===== config.mk =====
export PLATFORM = sky130hd
export DESIGN_NAME = phy_pll_bringup
export DESIGN_NICKNAME = d
export VERILOG_FILES = /design/src/rtl/physeq_pkg.sv /design/src/rtl/physeq_delay.sv /design/src/rtl/physeq_tries.sv /design/src/rtl/physeq_cmd.sv /design/src/rtl/phy_pll_bringup.sv
export SDC_FILE = /design/constraint.sdc
export NUM_CORES = 1
export LEC_CHECK = 0
export BUFFER_PORTS_ARGS = -buffer_cell sky130_fd_sc_hd__buf_4
export CORE_AREA = 3 3 66 68
export DETAILED_ROUTE_END_ITERATION = 7
export DIE_AREA = 0 0 69 71
export PLACE_DENSITY = 0.77
export SYNTH_ARGS = -nofsm -noshare
export SYNTH_HDL_FRONTEND = slang
export SYNTH_SLANG_ARGS = --single-unit

===== constraint.sdc =====
create_clock -name clk -period 2 [get_ports clk]
set_input_delay 0.1 -clock clk [delete_from_list [all_inputs] [get_ports clk]]
set_output_delay 0.1 -clock clk [all_outputs]
set_load 0.05 [all_outputs]

===== src/rtl/physeq_pkg.sv =====
package physeq_pkg;

  typedef enum logic [1:0] {
    OP_ADDR  = 2'd0,
    OP_WRITE = 2'd1,
    OP_READ  = 2'd2
  } phy_op_e;

  typedef enum logic [3:0] {
    ST_IDLE,
    ST_RADDR,
    ST_RADDR_W,
    ST_RWR,
    ST_DELAY,
    ST_PADDR,
    ST_PADDR_W,
    ST_PRD,
    ST_PRD_W
  } seq_state_e;

endpackage


===== src/rtl/physeq_delay.sv =====
module physeq_delay #(
  parameter int CYC = 15000
) (
  input  logic clk,
  input  logic rst,
  input  logic load,
  output logic fire
);
  localparam int CW = $clog2(CYC + 1);

  logic [CW-1:0] cnt;
  logic          run;

  always_ff @(posedge clk) begin
    if (rst) begin
      run <= 1'b0;
      cnt <= '0;
    end else if (load) begin
      run <= 1'b1;
      cnt <= CW'(CYC - 1);
    end else if (run) begin
      if (cnt == '0) run <= 1'b0;
      else           cnt <= cnt - 1'b1;
    end
  end

  assign fire = run && (cnt == '0);

  // the settling counter only steps down by one while running
  a_r5_count_down: assert property (@(posedge clk) disable iff (rst)
    (run && !load && cnt != '0) |=> (run && cnt == $past(cnt) - 1'b1));

endmodule


===== src/rtl/physeq_tries.sv =====
module physeq_tries #(
  parameter int MAX = 10
) (
  input  logic clk,
  input  logic rst,
  input  logic clr,
  input  logic inc,
  output logic last
);
  localparam int TW = $clog2(MAX + 1);

  logic [TW-1:0] cnt;

  always_ff @(posedge clk) begin
    if (rst || clr) cnt <= '0;
    else if (inc)   cnt <= cnt + 1'b1;
  end

  assign last = (cnt == TW'(MAX - 1));

  // the failed-poll count never reaches the budget
  a_r8_budget: assert property (@(posedge clk) disable iff (rst)
    cnt < TW'(MAX));

endmodule


===== src/rtl/physeq_cmd.sv =====
module physeq_cmd
  import physeq_pkg::*;
#(
  parameter int DATA_W = 16
) (
  input  logic              clk,
  input  logic              rst,
  input  logic              issue,
  input  phy_op_e           iss_op,
  input  logic [DATA_W-1:0] iss_data,
  input  logic              iss_noack,
  input  logic              ready,
  output logic              valid,
  output logic [1:0]        op,
  output logic [DATA_W-1:0] wdata,
  output logic              noack,
  output logic              accept
);
  assign accept = valid && ready;

  always_ff @(posedge clk) begin
    if (rst) begin
      valid <= 1'b0;
      op    <= OP_ADDR;
      wdata <= '0;
      noack <= 1'b0;
    end else if (issue) begin
      valid <= 1'b1;
      op    <= iss_op;
      wdata <= iss_data;
      noack <= iss_noack;
    end else if (accept) begin
      valid <= 1'b0;
    end
  end

  // a stalled command is held unchanged
  a_r3_cmd_hold: assert property (@(posedge clk) disable iff (rst)
    (valid && !ready) |=> (valid && $stable(op) && $stable(wdata) && $stable(noack)));

  // only the write is sent without acknowledge
  a_r4_noack_write: assert property (@(posedge clk) disable iff (rst)
    (valid && noack) |-> (op == OP_WRITE));

endmodule


===== src/rtl/phy_pll_bringup.sv =====
module phy_pll_bringup
  import physeq_pkg::*;
#(
  parameter int                DATA_W    = 16,
  parameter int                DELAY_CYC = 15000,
  parameter int                MAX_POLLS = 10,
  parameter int                LOCK_BIT  = 1,
  parameter logic [DATA_W-1:0] RST_REG   = 'h7F3F,
  parameter logic [DATA_W-1:0] RST_VAL   = 'h0001,
  parameter logic [DATA_W-1:0] STAT_REG  = 'h2003
) (
  input  logic              clk,
  input  logic              rst,
  input  logic              start,
  output logic              done,
  output logic              fail,
  output logic              fail_pll,
  output logic              cmd_valid,
  input  logic              cmd_ready,
  output logic [1:0]        cmd_op,
  output logic [DATA_W-1:0] cmd_wdata,
  output logic              cmd_noack,
  input  logic              rsp_valid,
  input  logic              rsp_timeout,
  input  logic [DATA_W-1:0] rsp_rdata
);
  localparam logic [DATA_W-1:0] LOCK_MASK = DATA_W'(1) << LOCK_BIT;

  seq_state_e        st, nxt;
  logic              issue, iss_noack, accept;
  phy_op_e           iss_op;
  logic [DATA_W-1:0] iss_data;
  logic              dly_load, fire;
  logic              tr_clr, tr_inc, tr_last;
  logic              fin, fin_fail, fin_pll;
  logic              locked;

  assign locked = (rsp_rdata & LOCK_MASK) != '0;

  physeq_cmd #(.DATA_W(DATA_W)) u_cmd (
    .clk(clk), .rst(rst), .issue(issue), .iss_op(iss_op), .iss_data(iss_data),
    .iss_noack(iss_noack), .ready(cmd_ready), .valid(cmd_valid), .op(cmd_op),
    .wdata(cmd_wdata), .noack(cmd_noack), .accept(accept)
  );

  physeq_delay #(.CYC(DELAY_CYC)) u_delay (
    .clk(clk), .rst(rst), .load(dly_load), .fire(fire)
  );

  physeq_tries #(.MAX(MAX_POLLS)) u_tries (
    .clk(clk), .rst(rst), .clr(tr_clr), .inc(tr_inc), .last(tr_last)
  );

  always_comb begin
    nxt       = st;
    issue     = 1'b0;
    iss_op    = OP_ADDR;
    iss_data  = '0;
    iss_noack = 1'b0;
    dly_load  = 1'b0;
    tr_clr    = 1'b0;
    tr_inc    = 1'b0;
    fin       = 1'b0;
    fin_fail  = 1'b0;
    fin_pll   = 1'b0;
    case (st)
      ST_IDLE: if (start) begin
        issue    = 1'b1;
        iss_data = RST_REG;
        tr_clr   = 1'b1;
        nxt      = ST_RADDR;
      end
      ST_RADDR: if (accept) nxt = ST_RADDR_W;
      ST_RADDR_W: if (rsp_valid) begin
        if (rsp_timeout) begin
          fin = 1'b1; fin_fail = 1'b1; nxt = ST_IDLE;
        end else begin
          issue     = 1'b1;
          iss_op    = OP_WRITE;
          iss_data  = RST_VAL;
          iss_noack = 1'b1;
          nxt       = ST_RWR;
        end
      end
      ST_RWR: if (accept) begin
        dly_load = 1'b1;
        nxt      = ST_DELAY;
      end
      ST_DELAY: if (fire) begin
        issue    = 1'b1;
        iss_data = STAT_REG;
        nxt      = ST_PADDR;
      end
      ST_PADDR: if (accept) nxt = ST_PADDR_W;
      ST_PADDR_W: if (rsp_valid) begin
        if (rsp_timeout) begin
          fin = 1'b1; fin_fail = 1'b1; nxt = ST_IDLE;
        end else begin
          issue  = 1'b1;
          iss_op = OP_READ;
          nxt    = ST_PRD;
        end
      end
      ST_PRD: if (accept) nxt = ST_PRD_W;
      ST_PRD_W: if (rsp_valid) begin
        if (rsp_timeout) begin
          fin = 1'b1; fin_fail = 1'b1; nxt = ST_IDLE;
        end else if (locked) begin
          fin = 1'b1; nxt = ST_IDLE;
        end else if (tr_last) begin
          fin = 1'b1; fin_fail = 1'b1; fin_pll = 1'b1; nxt = ST_IDLE;
        end else begin
          tr_inc   = 1'b1;
          dly_load = 1'b1;
          nxt      = ST_DELAY;
        end
      end
      default: nxt = ST_IDLE;
    endcase
  end

  always_ff @(posedge clk) begin
    if (rst) begin
      st       <= ST_IDLE;
      done     <= 1'b0;
      fail     <= 1'b0;
      fail_pll <= 1'b0;
    end else begin
      st   <= nxt;
      done <= fin;
      if (st == ST_IDLE && start) begin
        fail     <= 1'b0;
        fail_pll <= 1'b0;
      end else if (fin) begin
        fail     <= fin_fail;
        fail_pll <= fin_pll;
      end
    end
  end

  // done lasts a single cycle
  a_r10_done_pulse: assert property (@(posedge clk) disable iff (rst)
    done |=> !done);

  // fail only rises together with done
  a_r10_fail_with_done: assert property (@(posedge clk) disable iff (rst)
    $rose(fail) |-> done);

  // nothing is requested when the programme has just ended
  a_r9_quiet_at_end: assert property (@(posedge clk) disable iff (rst)
    done |-> !cmd_valid);

endmodule


# == Word-level counts from Yosys, hierarchy flattened ==
# Index checks and enable logic that the tools add are counted.
# word_totals
out_inout_bits,23
elab_cells,109
register_bits,46
# op_classes
n_eq_ne,19
reduce_logical,14
bitwise,1
n_addsub,2
n_mux,61
# op_table
cell,n
$mux 14,4
$pmux 15 s3,1
$mux 4,9
$pmux 4 s9,1
$mux 1,33
$ne 2x2->1 const B,10
$eq 4x3->1 const B,4
$mux 15,1
$logic_not 14->1,1
$sub 14x1->14 const B,1
$mux 3,4
$reduce_and 9->1,1
$eq 4x2->1 const B,2
$eq 4x4->1 const B,2
$mux 2,3
$pmux 1 s2,3
$reduce_or 2->1,3
$add 4x1->4 const B,1
$eq 4x1->1 const B,1
$logic_not 4->1,1
$pmux 2 s2,1
$reduce_and 2->1,2
$reduce_bool 2->1,2
$logic_and 1x1->1,3
other kinds (3),3

# == Depth between registers and ports, before layout ==
# depth
depth_word,8
mapped_depth,7

# == Hierarchy ==
# A second synthesis with hierarchy kept.
# unflattened
hier_cells,238
area_unflattened_um2,2233.4
# modules_own_cells
mod,area_each_um2,instances,seq_area_each_um2,cells_per_inst
physeq_delay,773.2,1,300.3,88
physeq_cmd,713.2,1,400.4,66
phy_pll_bringup,546.8,1,140.1,64
physeq_tries,200.2,1,80.1,20

# == Worst setup path after synthesis ==
# Ideal clock, no wire load.
# synth_timing
path_type,reg-to-reg
startpoint,register u_delay.cnt[0]
endpoint,register u_delay.cnt[1]
slack_ns,-0.046
path_buffers,0
setup_ns,0.070
required_ns,1.930
t_arrival_ns,1.976
stages_incl_launch_ff,7
cell_sequence,dfxtp_1 > inv_1 > ha_1 > or3b_2 > o41ai_4 > mux2_2 > a21oi_1
# synth_via
elab_chain_len,4
word_cells_on_any_way,7
# synth_rtl
element,line,text
"start, declared",physeq_delay.sv:11,logic [CW-1:0] cnt;
"start signal, assigned",physeq_delay.sv:20,cnt <= CW'(CYC - 1);
"start signal, assigned",physeq_delay.sv:23,else cnt <= cnt - 1'b1;
$sub 14x1->14,physeq_delay.sv:23,
$mux 14,physeq_delay.sv:22,if (cnt == '0) run <= 1'b0;
$mux 14,physeq_delay.sv:21,end else if (run) begin
$mux 14,physeq_delay.sv:18,end else if (load) begin
# Several ways; a longest one is shown, not always the timed one. The select of a mux whose other input is x is not followed.
# A chain may end at the register's enable or synchronous reset.

# == Final worst setup path ==
# layout_timing
startpoint,register u_delay.cnt[7]
endpoint,register u_delay.cnt[13]
# Same word-level chain as after synthesis.

==> results.md <==
- Initial Util: ~46%
- Largest net degree at the start of global routing: 22
- Crit Path Max Fanout: 6
- Port bufs: 26
- Fin area: 0.00216 mm2
- Post-synth top area share: 36.3%
- Cts bufs inserted: 5
- Core ar.: a little under 0.004 mm2
- Placed inst area: between 0.002 and 0.0025 mm2
- CP Capture Type: register
- Routed wire length: ~4.0 mm
- DRT Pass-1 Iters: 4
- Worst setup SP type: register
- Syn Inst Count: around 220
- Sw Pwr: between 0.5 and 0.6 mW
- Cell taking the most area after synthesis: dfxtp_1
- Bufs and invs on worst path: 0
- Fin worst setup slack: 16.1 ps
- CTS Root Cell: clkbuf_8
- Synth Area per Inst: around 8.3 um2
- Min-delay worst type: in -> reg
- Die ar.: between 0.004 and 0.005 mm2
- Antenna-violating nets left: 0
- Clock tree from TritonCTS: yes
- Vias in the first global route: ~1500
- Arrival @ worst endpoint: 2200 ps
- Clock transition at path regs: approximately 70 ps
- Total GRT Usage: between 10% and 20%
- Final antenna diode count: 0
- Die W: slightly below 70 um
- HPWL Detailed: 2.84 mm
- Worst slew pin tran: 495 ps
- Max-slew headroom: approximately two thirds
- Count of pins over their slew limit: 0
- Fmax: roughly 500 MHz
- Yosys cell types: between 40 and 50
- # H-tree levels: 2
- CP max stage delay: roughly 520 ps
- Max Cap Viol: 0
- Clock sinks: 33
- Synth Cell Area: around 0.0018 mm2
- Int Pwr: between 1 and 1.5 mW
- Top post-synthesis cells by area: dfxtp_1 (36%), buf_4 (5.4%), a21oi_1 (4.7%), or3_1 (3.4%), a31oi_1 (3.1%)
- Flops & latches, synth: 33
- Comb pwr share: approximately a quarter
- Most frequent CP cell: or4_1
- Final Cycle Share: 99.2%
- Rows: 23
- PD cells: 731 mW/mm2
- Synth warn: 0
- Clock power frac: 31.1%
- Share of layout cells above drive strength 1: 24.5%
- 1st-iter DRT viols: 95
- Top-count cell post-synth: dfxtp_1
- Wire length per cell: 13.3 um
- Setup Total Neg Slack: 0 ps
- Die Y: between 70 and 80 um
- Peak supply drop: around 0.48 mV
- Layout Utilization: a little under three fifths
- Leakage: approximately 0.86 nW
- Final Hold Viols: 0
- Crit path max-delay family: simple AND/OR/NAND/NOR gates
- CP cell instances: or4_1 -> or4_1 -> or4_1 -> a31oi_1
- Hold buffer count at CTS: 0
- Post-synth ARST share: 0%
- RePlAce Congestion: between 0.8 and 0.9
- Nets@finish: around 270
- DR vias/cell: 5.63
- WS Path Type: reg -> reg
- RSZ-0062 raised after global routing: yes
- Number of flops mapped to enable cells by yosys: 0
- # setup viols final: 0
- Top_reg_cell synth: dfxtp_1
- Clock skew: slightly below 9 ps
- First-pass GRT wire length: ~6.8 mm
- Vias: approximately 1700
- Fin cells: between 200 and 300
- Sequential power share: between 40 and 50%
- Top-Level Pins: 45
- Register area share after synthesis: a little over a third
- Antenna violations before repair: 0
- Clock Latency Late Sink: 280 ps
- Placed cells: between 200 and 300
- Post-synth top cells: dfxtp_1 (33), a21oi_1 (17), buf_4 (13)
- CP max-delay cell: or4_1
- Tmin final: 1980 ps
- Setup Buffers After CTS: 0
- Clock buffer depth: 2
- Switch share: 34.5%
- Area growth syn-to-layout: 19.0%
- Residual DRC: 0
- GR Overflow Total: 0
- Setup WS pre-CTS: just under 30 ps
- Status: finished clean
- Worst EP required: roughly 2200 ps
-- worst min-delay path: cells and delay by family --
kind	cells	cell delay, ps
and+or+nand+nor	1	90
AOI/OAI and AO/OA	1	70
buffers and inverters	1	80
-- cell families (layout without fill, tap and decap cells) --
group                      Yosys count  count (layout)  share of synthesized area (%)
adders and majority gates            3               3                           2.06
AOI/OAI and AO/OA                   54              54                           20.1
and+or+nand+nor                     89              89                           28.4
muxes                                2               2                           1.17
DFF                                 33              33                           36.3
buffers and inverters               30              59                           8.87
other                                1               3                          0.206
xor gates and xnor gates             6               6                           2.89
-- layout by cell type (no fill, tap or decap), types with 2 or more instances in the layout --
| master | n |
|---|---|
| conb_1 | 3 |
| dfxtp_1 | 32 |
| or3_1 | 10 |
| o21ai_0 | 9 |
| nand2_1 | 11 |
| and2_1 | 2 |
| and3b_1 | 2 |
| nand3_1 | 9 |
| nor3_1 | 8 |
| a311oi_1 | 2 |
| nor4_1 | 3 |
| nor3b_1 | 2 |
| inv_1 | 9 |
| xnor2_1 | 5 |
| o31ai_1 | 4 |
| a211oi_1 | 2 |
| nor2_1 | 12 |
| buf_4 | 42 |
| or4_1 | 7 |
| a31oi_1 | 9 |
| clkinv_2 | 2 |
| clkbuf_8 | 5 |
| a2111oi_0 | 3 |
| or2_2 | 4 |
| nand2b_1 | 4 |
| nor2b_1 | 4 |
| nand4_1 | 3 |
| a21oi_1 | 17 |
| ha_1 | 3 |
| or3b_2 | 2 |
| and4_1 | 2 |
-- power by group through the flow --
stage | combinational, mW | clock (mW) | sequential (mW)
after floorplan | 0.280 | 0 | 0.754
after global placement | 0.387 | 0 | 0.715
after detailed placement | 0.391 | 0 | 0.715
after CTS | 0.391 | 0.509 | 0.700
after global routing | 0.415 | 0.546 | 0.706
final | 0.391 | 0.492 | 0.700
-- state kept, by name, summed over array words and instances (netlist names) --
signal,cells
u_delay.cnt,14
done,1
fail,1
u_cmd.noack,1
u_cmd.wdata,3
u_cmd.valid,1
u_delay.run,1
u_tries.cnt,4
u_cmd.op,2
st,4
fail_pll,1
-- worst paths after layout --
path	start	end	slack (ps)	cells after the start
worst max-delay path	u_delay.cnt[7]	u_delay.cnt[13]	20	4
worst min-delay path	cmd_ready	u_cmd.valid	100	3
worst max register to register	u_delay.cnt[7]	u_delay.cnt[13]	20	4
worst min register to register	u_cmd.wdata[13]	u_cmd.wdata[13]	470	2
-- stage by stage --
| stage | power [mW] | hold WS, ps |
|---|---|---|
| finish | 1.58 | 103 |
| floorplan | 1.03 | 299 |
| global route | 1.67 | 106 |
| CTS | 1.60 | 93.2 |
| global placement | 1.10 | 401 |
| detailed placement | 1.11 | 410 |
-- metal layers --
metal | vias to the layer above | GRT usage, % | wire (um)
met4 | 0 | 6.51 | 29
met2 | 38 | 26.0 | 1820
met5 | - | 0 | 0
met3 | 2 | 5.54 | 195
met1 | 788 | 22.8 | 1920
li1 | 854 | - | -
-- area by class of cell --
class                      instances  area, um2
fill                             385       1750
multi-input combinational        157       1000
sequential                        33        662
timing repair buffer              42        315
clock buffer                       5       68.8
tap                               50       62.6
inverter                           9       33.8
clock inverter                     3       17.5
-- what timing repair did --
action                                  4_1_cts  5_1_grt
endpoints found under the setup margin        1        1
pin swaps                                     0        1
gates resized for setup                       1        0
Power figures use the tool's default switching activity.
